**config.mk**
```make
export PLATFORM = sky130hd
export DESIGN_NAME = dgroup_tracker
export DESIGN_NICKNAME = d
export VERILOG_FILES = /design/src/rtl/dgt_pkg.sv /design/src/rtl/dgt_legality.sv /design/src/rtl/dgt_slot_counter.sv /design/src/rtl/dgroup_tracker.sv
export SDC_FILE = /design/constraint.sdc
export NUM_CORES = 1
export LEC_CHECK = 0
export CORE_MARGIN = 8
export CORE_UTILIZATION = 37
export CTS_CLUSTER_DIAMETER = 60
export DETAILED_ROUTE_END_ITERATION = 10
export GPL_ROUTABILITY_DRIVEN = 1
export GPL_TIMING_DRIVEN = 0
export HOLD_SLACK_MARGIN = 0.05
export PLACE_DENSITY_LB_ADDON = 0.15
export SYNTH_ARGS = -nofsm -noshare
export SYNTH_HDL_FRONTEND = slang
export SYNTH_SLANG_ARGS = --single-unit
```
**constraint.sdc**
```tcl
create_clock -name clk -period 2.46 [get_ports clk]
set_input_delay 0.492 -clock clk [delete_from_list [all_inputs] [get_ports clk]]
set_output_delay 0.492 -clock clk [all_outputs]
set_load 0.005 [all_outputs]
```
**src/rtl/dgt_pkg.sv**
```systemverilog
package dgt_pkg;

  typedef enum logic [2:0] {
    U_PSEUDO = 3'd0,
    U_FIX    = 3'd1,
    U_LDST   = 3'd2,
    U_FLT    = 3'd3,
    U_VALU   = 3'd4,
    U_VPERM  = 3'd5,
    U_CREG   = 3'd6,
    U_BRANCH = 3'd7
  } unit_e;

  typedef enum logic [1:0] {
    V_NONE  = 2'b00,
    V_STALL = 2'b01,
    V_NOOP  = 2'b10
  } verdict_e;

  typedef struct packed {
    unit_e unit;
    logic  first_only;
    logic  single;
    logic  cracked;
    logic  sets_ctr;
    logic  uses_ctr;
  } cand_t;

  function automatic logic is_slot_limited(unit_e u);
    return (u == U_FIX) || (u == U_LDST) || (u == U_FLT) ||
           (u == U_VALU) || (u == U_VPERM);
  endfunction

endpackage

```
**src/rtl/dgt_legality.sv**
```systemverilog
module dgt_legality
  import dgt_pkg::*;
#(
  parameter int SLOTS    = 5,
  parameter int CR_SLOTS = 2,
  localparam int CNT_W   = $clog2(SLOTS)
) (
  input  cand_t              cand,
  input  logic [CNT_W-1:0]   count,
  input  logic               ctr_pending,
  input  logic               overlap,
  output verdict_e           verdict
);

  localparam logic [CNT_W-1:0] LAST_SLOT = CNT_W'(SLOTS - 1);
  localparam logic [CNT_W-1:0] CR_LIMIT  = CNT_W'(CR_SLOTS);
  localparam logic [CNT_W-1:0] CRACK_MAX = CNT_W'(SLOTS - 3);

  logic real_op;
  logic stall_pos, stall_crack, stall_unit, stall_cr;
  logic noop_ctr, noop_mem;

  always_comb begin
    real_op     = (cand.unit != U_PSEUDO);
    stall_pos   = (count != '0) && (cand.first_only || cand.single);
    stall_crack = cand.cracked && (count > CRACK_MAX);
    stall_unit  = is_slot_limited(cand.unit) && (count == LAST_SLOT);
    stall_cr    = (cand.unit == U_CREG) && (count >= CR_LIMIT);
    noop_ctr    = ctr_pending && cand.uses_ctr;
    noop_mem    = overlap;

    if (!real_op)
      verdict = V_NONE;
    else if (stall_pos || stall_crack || stall_unit || stall_cr)
      verdict = V_STALL;
    else if (noop_ctr || noop_mem)
      verdict = V_NOOP;
    else
      verdict = V_NONE;
  end

endmodule

```
**src/rtl/dgt_slot_counter.sv**
```systemverilog
module dgt_slot_counter
  import dgt_pkg::*;
#(
  parameter int SLOTS  = 5,
  localparam int CNT_W = $clog2(SLOTS)
) (
  input  logic             clk,
  input  logic             rst,
  input  cand_t            cand,
  input  logic             issue,
  input  logic             advance,
  output logic [CNT_W-1:0] count,
  output logic             ctr_pending,
  output logic             close
);

  localparam logic [CNT_W:0] FULL      = (CNT_W+1)'(SLOTS);
  localparam logic [CNT_W:0] LAST_WIDE = (CNT_W+1)'(SLOTS - 1);

  logic [CNT_W:0]   base;
  logic [CNT_W:0]   sum;
  logic [CNT_W-1:0] count_n;
  logic             pending_n;
  logic             commit;

  always_comb begin
    commit    = 1'b0;
    base      = {1'b0, count};
    sum       = base;
    pending_n = ctr_pending;
    if (issue && cand.unit != U_PSEUDO) begin
      commit    = 1'b1;
      if (cand.unit == U_BRANCH || cand.single)
        base = LAST_WIDE;
      sum       = base + 1'b1 + {{CNT_W{1'b0}}, cand.cracked};
      pending_n = ctr_pending | cand.sets_ctr;
    end else if (advance) begin
      commit = 1'b1;
      sum    = base + 1'b1;
    end
    close = commit && (sum >= FULL);
    if (close) begin
      count_n   = '0;
      pending_n = 1'b0;
    end else begin
      count_n   = sum[CNT_W-1:0];
    end
  end

  always_ff @(posedge clk) begin
    if (rst) begin
      count       <= '0;
      ctr_pending <= 1'b0;
    end else begin
      count       <= count_n;
      ctr_pending <= pending_n;
    end
  end

endmodule

```
**src/rtl/dgroup_tracker.sv**
```systemverilog
module dgroup_tracker
  import dgt_pkg::*;
#(
  parameter int SLOTS    = 5,
  parameter int CR_SLOTS = 2,
  localparam int CNT_W   = $clog2(SLOTS)
) (
  input  logic             clk,
  input  logic             rst,
  input  logic [2:0]       unit_i,
  input  logic             first_only_i,
  input  logic             single_i,
  input  logic             cracked_i,
  input  logic             sets_ctr_i,
  input  logic             uses_ctr_i,
  input  logic             overlap_i,
  input  logic             issue_i,
  input  logic             advance_i,
  output logic [1:0]       verdict_o,
  output logic [CNT_W-1:0] slot_count_o,
  output logic             ctr_pending_o,
  output logic             group_close_o
);

  cand_t    cand;
  verdict_e verdict;

  always_comb begin
    cand.unit       = unit_e'(unit_i);
    cand.first_only = first_only_i;
    cand.single     = single_i;
    cand.cracked    = cracked_i;
    cand.sets_ctr   = sets_ctr_i;
    cand.uses_ctr   = uses_ctr_i;
  end

  dgt_legality #(.SLOTS(SLOTS), .CR_SLOTS(CR_SLOTS)) u_legal (
    .cand        (cand),
    .count       (slot_count_o),
    .ctr_pending (ctr_pending_o),
    .overlap     (overlap_i),
    .verdict     (verdict)
  );

  dgt_slot_counter #(.SLOTS(SLOTS)) u_count (
    .clk         (clk),
    .rst         (rst),
    .cand        (cand),
    .issue       (issue_i),
    .advance     (advance_i),
    .count       (slot_count_o),
    .ctr_pending (ctr_pending_o),
    .close       (group_close_o)
  );

  assign verdict_o = verdict;

endmodule

```
==> impl_results.md, run 1 <==
* Logic pwr share at 51.3%
* Seq/Total Area, Yosys at 15.6%
* Skew-Pair Late Insertion Delay at roughly 230 ps
* Initial antenna violation count at 0
* Outcome: complete, but fails checks
* Hold crit path type: reg -> reg
* Largest net degree at the start of global routing at 10
* Sw frac at 34.5%
* Synthesized cell area at 513 sq um
* Achievable Freq at 402 MHz
* Antenna Violating Nets Remaining at 0
* CTS buffer count at 3
* YS warnings at 0
* Layout area overhead at 69.8%
* Worst EP required at 1970 ps
* Gpl congestion at 0.743
* Post-route worst setup slack at -28.4 ps
* Clock Skews at ~2.5 ps
* Max Root-Sink Buffers at 2
* Grt total ovfl at 0
* Core Area at 0.00130 sq mm
* CTS tree: built
* Crit Path Max Fanout at 7
* Via/cell ratio at 5.46
* Critical path class: in -> out
* Final setup vio count at 1
* Port buffer count at 18
* Number of DRC markers in iteration 0 at 9
* Full die area at 0.00283 sq mm
* Crit path time final at between 2000 and 2500 ps
* Pre-CTS setup slack at -1320 ps
* Initial Utilization at 39.4%
* Area fraction of the dominant cell type after synthesis at 15.6%
* Worst path slowest cell: a211oi_2
* Final WL at between 1500 and 2000 um
* Max-cap violation count at 0
* Antenna cell count at 0
* Critical Path, Cell by Cell: buf_6, a31oi_4, buf_4, and2_1, ha_1, nor3_2, a311oi_2, a211oi_2, buf_2
* Fill cells at around 110
* Most frequent cells in the layout: clkdlybuf4s50_1 (10), nor2_1 (8), buf_4 (8)
* CP Capture Type: output port
* Worst vdd ir at 0.313 mV
* DRC viols at 0
* Vias in the first global route at 527
* Synth area leaders: dfxtp_1 (16%), ha_1 (12%), a2111oi_2 (5.9%), nor2_1 (5.9%), a211oi_2 (4.9%)
* Clock Pin Slew Worst Setup and Hold Paths at 40 ps
* Register bit total from synthesis at 4
* Pwr dens at around 400 mW/mm^2
* Sequential fraction of design power at 25.2%
* Clock Root Buffer: clkbuf_4
* Drt wl/cell at ~15 um
* IO Count at 20
* Layout Nets at 113
* Die Wd at 53.2 um
* DR vias at just under 600
* Least-Margin Pin Slew at 412 ps
* Switch Pwr at approximately 0.00012 W
* Count of buffer and inverter cells on the critical path at 3
* Clk sinks at 4
* Chip Height at between 50 and 60 um
* Final Hold Fails at 0
* Failing checks: setup timing
* RSZ-0062 raised after global routing: yes
* First-pass GRT wire length at 2400 um
* H-tree Lvls at 1
* CP startpoint kind: input pin
* Final worst-path cycle share at 101%
* CP top delay family: compound AO/OA/AOI/OAI gates
* Tot Pwr at roughly 0.00035 W
* Synthesized Nets at between 80 and 90
* Layout cells sized above 1 at 37.6%
* Post-Synthesis Cells at 64
* Cell Rows at 13
* Clock Power Share at 23.5%
* Internal power at 0.000228 W
* Pre-antenna DRT Iters at 4
* Crit path arrival time at 2000 ps
* Yosys top cell by area: dfxtp_1
* Global Route Usage Sum at about 11%
* Worst slew margin at 72.6%
* Max incr delay on CP at 290 ps
* Static leakage at 0.359 nW
* Commonest non-fill, non-tap cell in the layout: clkdlybuf4s50_1
* Slew Viols, Final at 0
* Synthesized area per cell at 8.02 sq um
* Unique cell type count in the Yosys netlist at 29
## synth_stat cells
cell type  number
o22ai_1         1
a211oi_1        1
a2111oi_2       2
o21ai_0         2
a21oi_1         2
mux2i_1         2
nand2_1         5
a311oi_2        1
nand2b_1        2
buf_6           1
nor3b_1         1
a31oi_1         2
a311o_1         1
a221oi_2        1
clkbuf_2        1
o31ai_2         1
nand3_1         1
nor2_1          8
a311oi_1        1
ha_1            5
a211oi_2        2
and2_1          2
nor3_1          5
xor2_1          1
nor2b_1         1
dfxtp_1         4
o31a_1          1
and4_1          2
inv_1           5
## through the flow
| stage | util, % | hold WS, ps | setup TNS, ps | std cells | area (sq um) |
|---|---|---|---|---|---|
| global placement | 54.7 | 527 | -3660 | 97 | 712 |
| global route | 66.9 | 576 | -198 | 108 | 871 |
| CTS | 61.0 | 531 | -139 | 104 | 793 |
| finish | 66.9 | 527 | -28.4 | 108 | 871 |
| floorplan | - | 510 | 0 | 64 | 513 |
| detailed placement | 54.7 | 520 | -4040 | 97 | 712 |
## power by group through the flow
| stage | logic, W | clock network, W | registers (W) |
|---|---|---|---|
| 2_1_floorplan | 0.0000832 | 0 | 0.0000842 |
| 3_3_place_gp | 0.000150 | 0 | 0.0000869 |
| 3_5_place_dp | 0.000152 | 0 | 0.0000870 |
| 4_1_cts | 0.000162 | 0.0000841 | 0.0000873 |
| 5_1_grt | 0.000195 | 0.0000955 | 0.0000896 |
| 6_report | 0.000178 | 0.0000818 | 0.0000877 |
## logic make-up (layout without fill, tap and decap cells)
logic type / after synthesis / count (layout) / synth area share (%)
xor+xnor: 1 / 1 / 1.71
compound gates: 18 / 18 / 33.4
simple gates: 27 / 27 / 26.3
mux: 2 / 2 / 3.90
flops: 4 / 4 / 15.6
fa+ha+maj: 5 / 5 / 12.2
buf+inv: 7 / 36 / 6.83
## final timing paths
kind              cells after the start                               end  slack [ps]                        startpoint
setup / recovery                      9                     group_close_o         -30                         unit_i[1]
hold / removal                        2  u_count.ctr_pending$_SDFFE_PP0P_         530  u_count.ctr_pending$_SDFFE_PP0P_
setup reg to reg                      9       u_count.count[0]$_SDFF_PP0_         390       u_count.count[0]$_SDFF_PP0_
hold reg to reg                       2  u_count.ctr_pending$_SDFFE_PP0P_         530  u_count.ctr_pending$_SDFFE_PP0P_
## per-layer routing
| layer | share of wire (%) | track usage, % |
|---|---|---|
| met4 | 0 | 6.30 |
| met2 | 51 | 18.4 |
| met5 | 0 | 0 |
| met1 | 45 | 12.3 |
| met3 | 4.8 | 3.92 |
## what timing repair did
| action | CTS | global route |
|---|---|---|
| endpoints found under the setup margin | 7 | 2 |
| hold buffers | 0 | 0 |
| buffers inserted | 4 | 4 |
| endpoints found under the hold margin | 0 | 0 |
| gates resized for setup | 41 | 11 |
| pin swaps | 6 | 8 |
## tightest hold or removal path, cell delays in order (launching register included)
cell and delay (ps):
dfxtp_1 320, a21oi_1 110, nor3_1 50
## registers in the layout, summed over array words and instances, names as in the netlist
| signal | cells |
|---|---|
| u_count.ctr_pending | 1 |
| u_count.count | 3 |
## final cells by class
type	count	area, sq um	area share [%]
multi-input cells	53	452	51.9
repair buffers	26	258	29.6
flip-flops and latches	4	85.1	9.77
clock buffers	3	22.5	2.59
inverters	5	18.8	2.16
well taps	15	18.8	2.16
plain buffers	2	16.3	1.87
No activity file was read; power rests on OpenSTA's default activity.
==> inputs of run 2 (changes only) <==
==> constraint.sdc (replaced) <==
create_clock -name clk -period 2.46 [get_ports clk]
set_input_delay 0.369 -clock clk [delete_from_list [all_inputs] [get_ports clk]]
set_output_delay 0.369 -clock clk [all_outputs]
set_load 0.005 [all_outputs]
==> run 2 against run 1 <==
The flow now finishes without violations. Design area shrank 11%. Register-to-register slack improved by 40 ps. Non-clock buffer count fell by 6. Flip-flop and latch count unchanged. Sequential power is essentially flat. Hold slack better by 1.6 ps. Clock skew down 1.9 ps. First-iteration DRC count shrank 78%. Wire length shrank 14%. Sequential share of layout area rose by 1.3 points. Combinational power is 12% lower. Critical path type unchanged. Largest power group unchanged. Highest routed layer unchanged.
==> impl_results.md, run 2 (synthesis gave the netlist of run 1 again) <==
* Logic pwr share at about half
* DRC viols at 0
* Pwr dens at 419 mW/mm^2
* Initial antenna violation count at 0
* Worst slew margin at between 50% and 60%
* CTS tree: built
* First-pass GRT wire length at 2170 um
* IO Count at 20
* Least-Margin Pin Slew at a little over 600 ps
* Utilization after layout at between 50% and 60%
* Area occupied by registers at 85.1 sq um
* CP Capture Type: output port
* Hold_ws at 529 ps
* Sw frac at 34.3%
* Critical Path, Cell by Cell: buf_4, a31oi_4, nand2_1, ha_2, a311o_1, mux2i_2, a211oi_2, a211oi_2, buf_2
* Hold crit path type: reg -> reg
* Slew Viols, Final at 0
* Pre-antenna DRT Iters at 2
* CTS buffer count at 3
* Largest net degree at the start of global routing at 10
* Clock Power Share at around a quarter
* Final std cells w/o fill at just over 100
* Antenna Violating Nets Remaining at 0
* Via/cell ratio at ~5.5
* Number of DRC markers in iteration 0 at 2
* Commonest non-fill, non-tap cell in the layout: clkdlybuf4s50_1
* Most frequent cells in the layout: clkdlybuf4s50_1 (11), nor2_1 (8), nand2_1 (5)
* Core Area at 0.00130 sq mm
* Max FFs per register at 3
* Crit path arrival time at 2000 ps
* Worst vdd ir at around 0.3 mV
* Grt total ovfl at 0
* Clock Pin Slew Worst Setup and Hold Paths at 40 ps
* Sequential fraction of design power at 27.0%
* Outcome: finished clean
* Final WL at 1420 um
* Final setup vio count at 0
* Drt wl/cell at roughly 14 um
* Layout area overhead at 50.5%
* Static leakage at 0.313 nW
* Clock Skews at 0.630 ps
* Clk sinks at 4
* Skew-Pair Late Insertion Delay at 230 ps
* Max-cap violation count at 0
* DR vias at approximately 560
* Worst path slowest cell: a311o_1
* Gpl congestion at 0.743
* Layout Nets at 107
* Global Route Usage Sum at 10.1%
* Most common cell type on the critical path: a211oi_2
* Port buffer count at 18
* Internal power at 0.000213 W
* Layout cells sized above 1 at around a third
* Setup TNS at 0 ps
* CP startpoint kind: input pin
* Crit Path Max Fanout at 7
* Critical path class: in -> out
* Final Hold Fails at 0
* Antenna cell count at 0
* Full die area at 0.00283 sq mm
* Multi-input logic area at 434 sq um
* Cell Rows at 13
* Fill cells at ~130
* Max Root-Sink Buffers at 2
* Largest Register: u_count.count
* Top Registers: u_count.count x3, u_count.ctr_pending x1
* Achievable Freq at 422 MHz
* Chip Height at 53.2 um
* Crit path time final at 2370 ps
* Initial Utilization at 39.4%
* Max incr delay on CP at around 320 ps
* H-tree Lvls at 1
* Switch Pwr at 0.000111 W
* Dpl cells at 97
* Tot Pwr at between 0.0003 and 0.0004 W
* Vias in the first global route at 509
* Clock Root Buffer: clkbuf_4
* Die Wd at 53.2 um
* Worst EP required at 2090 ps
* Final worst-path cycle share at just under 100%
run 2: routing by layer:
layer	global-route usage, %	wire length, um	vias up
met5	0	0	-
met4	6.30	0	0
met3	3.36	83	0
met2	15.6	670	13
met1	11.7	665	258
li1	-	-	286
run 2: stage by stage:
stage	area [sq um]	setup slack, ps
after detailed placement	712	-1070
final	772	92.6
after global placement	712	-1020
after floorplan	513	279
after CTS	748	7.05
after global routing	772	-0.837
run 2: layout make-up:
cell class	count	share of cell area, %
Multi-Input combinational cell	53	56.2
Timing Repair Buffer	20	22.9
Sequential cell	4	11.0
Clock buffer	3	2.92
Inverter	5	2.43
Tap cell	15	2.43
Buffer	2	2.11
run 2: worst paths after layout:
kind,startpoint,endpoint,slack (ps),cells after the start
max,unit_i[1],group_close_o,90,9
min,u_count.ctr_pending$_SDFFE_PP0P_,u_count.ctr_pending$_SDFFE_PP0P_,530,2
max reg2reg,u_count.count[0]$_SDFF_PP0_,u_count.count[0]$_SDFF_PP0_,430,9
min reg2reg,u_count.ctr_pending$_SDFFE_PP0P_,u_count.ctr_pending$_SDFFE_PP0P_,530,2
run 2: worst max-delay path, delay by kind of cell:
family / cells / cell delay [ps]
buffers and inverters: 2 / 310
adders and majority gates: 1 / 190
and+or+nand+nor: 1 / 70
AOI/OAI and AO/OA: 4 / 850
muxes: 1 / 220
run 2: what timing repair did:
item	4_1_cts	5_1_grt
pin swaps	3	8
buffers inserted	2	0
endpoints found under the hold margin	0	0
endpoints found under the setup margin	6	2
gates resized for setup	23	17
hold buffers	0	0
run 2: power by group through the flow:
stage | combinational (W) | sequential (W) | clock, W
CTS | 0.000153 | 0.0000866 | 0.0000841
global placement | 0.000150 | 0.0000869 | 0
global route | 0.000174 | 0.0000893 | 0.0000939
detailed placement | 0.000152 | 0.0000870 | 0
finish | 0.000157 | 0.0000875 | 0.0000796
floorplan | 0.0000832 | 0.0000842 | 0
==> inputs of run 3 (changes only) <==
--- a/config.mk
+++ b/config.mk
@@ -5,8 +5,9 @@
 export SDC_FILE = /design/constraint.sdc
 export NUM_CORES = 1
 export LEC_CHECK = 0
+export ABC_AREA = 1
 export CORE_MARGIN = 8
-export CORE_UTILIZATION = 37
+export CORE_UTILIZATION = 36
 export CTS_CLUSTER_DIAMETER = 60
 export DETAILED_ROUTE_END_ITERATION = 10
 export GPL_ROUTABILITY_DRIVEN = 1
==> run 3 against run 2 <==
Non-clock buffer count up 3. Power down 1.2%. Global-route usage up 0.077 points. Combinational power about the same. Core utilization up 0.11 points. Synthesized area down 9.0%. Largest cell class unchanged. Highest routed layer unchanged.
==> impl_results.md, run 3 <==
* Area occupied by registers at 80.1 sq um
* Layout area overhead at 59.5%
* Clock Skews at 1.57 ps
* Worst vdd ir at 0.267 mV
* RSZ-0062 raised after global routing: no
* DR vias at 548
* H-tree Lvls at 1
* Top Registers: u_count.count x3, u_count.ctr_pending x1
* Multi-input logic area at 333 sq um
* Static leakage at 0.397 nW
* CTS tree: built
* Worst slew margin at 85.7%
* Post-route worst setup slack at 180 ps
* Core Area at 0.00125 sq mm
* CTS buffer count at 3
* Initial Utilization at between 30 and 40%
* Yosys top cell by area: dfxtp_1
* Synthesized cell area at 467 sq um
* Critical path class: in -> out
* Largest net degree at the start of global routing at 8
* Worst path slowest cell: clkdlybuf4s50_1
* Register bit total from synthesis at 4
* Die Wd at 52.0 um
* Pwr dens at 430 mW/mm^2
* Top FF cell, synth: dfxtp_1
* Crit path arrival time at 1910 ps
* Area fraction of the dominant cell type after synthesis at 17.2%
* Max Used Layer: met3
* Reg-to-Reg Start: u_count.count[0]$_SDFF_PP0_
* Number of DRC markers in iteration 0 at 4
* Max incr delay on CP at 480 ps
* Largest Register: u_count.count
* HPWL after DPL at 956 um
* CP Capture Type: output port
* Critical Path, Cell by Cell: clkdlybuf4s50_1, inv_1, ha_2, inv_1, ha_2, o21ai_2, nand2_1, nand2_1, nand2_1, nand2_2, inv_1, clkbuf_2
* Drt wl/cell at 10.7 um
* Final setup vio count at 0
* DRC viols at 0
* Met1 wire length at 551 um
* Utilization after layout at 59.4%
* Port buffer count at 19
* Synthesized Nets at 94
* Setup TNS at 0 ps
* Global Route Usage Sum at 10.2%
* Final WL at 1270 um
* Clock Pin Slew Worst Setup and Hold Paths at 40 ps
* Max FFs per register at 3
* Dpl cell area at 676 sq um
* Slew Viols, Final at 0
* CP startpoint kind: input pin
* Final Hold Fails at 0
* Post-Synthesis Cells at 76
* Clock Root Buffer: clkbuf_4
* Post-synth EDFFs at 0
* Met3 wire length at 112 um
* Metal2 WL at 608 um
* Crit Path Max Fanout at 2
* Hold crit path type: reg -> reg
* Worst EP required at 2090 ps
* Async set-reset flop share out of synthesis at 0%
* Unique cell type count in the Yosys netlist at 17
* Fill cells at between 100 and 150
* Most frequent cells in the layout: nand2_1 (19), inv_1 (16), clkdlybuf4s50_1 (14)
* Cell Rows at 13
* Count leader, synth: nand2_1
* Layout Nets at 124
* Synthesized area per cell at approximately 6.1 sq um
* Grt total ovfl at 0
* Outcome: finished clean
* Antenna cell count at 0
* Clk sinks at 4
* Least-Margin Pin Slew at between 200 and 250 ps
* Crit path time final at around 2300 ps
* Via/cell ratio at 4.61
* CP startpoint: cracked_i
* Hold Startpoint: u_count.ctr_pending$_SDFFE_PP0P_
* Pre-antenna DRT Iters at 4
* First-pass GRT wire length at 2170 um
* Max-cap violation count at 0
* Max Root-Sink Buffers at 2
* IO Count at 20
* Synth area leaders: dfxtp_1 (17%), nand2_1 (15%), inv_1 (14%), ha_1 (13%), nand4_1 (6.7%)
* Initial antenna violation count at 0
* Layout cells sized above 1 at between 20% and 30%
* Chip Height at 52.0 um
* Achievable Freq at between 400 and 500 MHz
* YS warnings at 0
* Commonest non-fill, non-tap cell in the layout: nand2_1
* CP top delay family: buffers and inverters
* Gpl congestion at 0.784
* Fin area at about 740 sq um
* Count of buffer and inverter cells on the critical path at 5
* Final worst-path cycle share at between 90% and 100%
* Synth cell count leaders: nand2_1 (19), inv_1 (17), nor2_1 (6)
* Full die area at between 0.002 and 0.003 sq mm
* Hold_ws at 592 ps
* Seq/Total Area, Yosys at 17.2%
* Pre-CTS setup slack at -496 ps
* Skew-Pair Late Insertion Delay at approximately 230 ps
* Antenna Violating Nets Remaining at 0
* Vias in the first global route at 539
run 3: cell types whose count changed in the layout (fill, tap and decap cells not counted), moves of 3 or more:
| cell | previous run | this run |
|---|---|---|
| nand4_1 | 0 | 5 |
| inv_1 | 3 | 16 |
| clkdlybuf4s50_1 | 11 | 14 |
| nand2_2 | 0 | 3 |
| nand2_1 | 5 | 19 |
run 3: kinds of logic after synthesis:
| logic type | share of synthesized area, % |
|---|---|
| xor gates and xnor gates | 3.75 |
| DFF | 17.2 |
| AOI/OAI and AO/OA | 8.04 |
| and+or+nand+nor | 44.0 |
| buffers and inverters | 13.7 |
| adders and majority gates | 13.4 |
run 3: what timing repair did:
action	CTS	global route
setup endpoints to repair	1	1
pin swaps	2	0
gates resized for setup	8	4
buffers inserted	6	0
hold buffers	0	0
run 3: tightest hold or removal path, cell delays in order, from the launching register on:
cell	delay [ps]
dfxtp_1	340
a31o_2	110
inv_1	30
nor2_1	80
run 3: worst paths after layout:
kind / to / slack (ps) / depth (start not counted)
worst max-delay path: group_close_o / 180 / 12
worst min-delay path: u_count.ctr_pending$_SDFFE_PP0P_ / 590 / 3
worst max register to register: u_count.count[1]$_SDFF_PP0_ / 760 / 10
worst min register to register: u_count.ctr_pending$_SDFFE_PP0P_ / 590 / 3
run 3: layer usage:
metal,global-route usage (%),up-vias
li1,-,298
met1,11.4,234
met2,16.2,16
met3,3.13,0
met4,6.64,0
met5,0,-
run 3: final cells by class:
class / instances / area share (%)
Multi-Input combinational cell: 55 / 44.7
Timing Repair Buffer: 25 / 30.4
Sequential cell: 4 / 10.8
Inverter: 17 / 8.57
Clock buffer: 3 / 3.03
Tap cell: 15 / 2.52
run 3: per-stage QoR:
step	instances	power, W
floorplan	76	0.000157
global placement	110	0.000227
detailed placement	110	0.000226
CTS	119	0.000324
global route	119	0.000351
finish	119	0.000320
run 3: report_power, final:
| group | internal, W | total (W) | switching (W) |
|---|---|---|---|
| combinational | 0.0000869 | 0.000160 | 0.0000732 |
| sequential | 0.0000724 | 0.0000809 | 0.00000857 |
| clock | 0.0000544 | 0.0000790 | 0.0000246 |
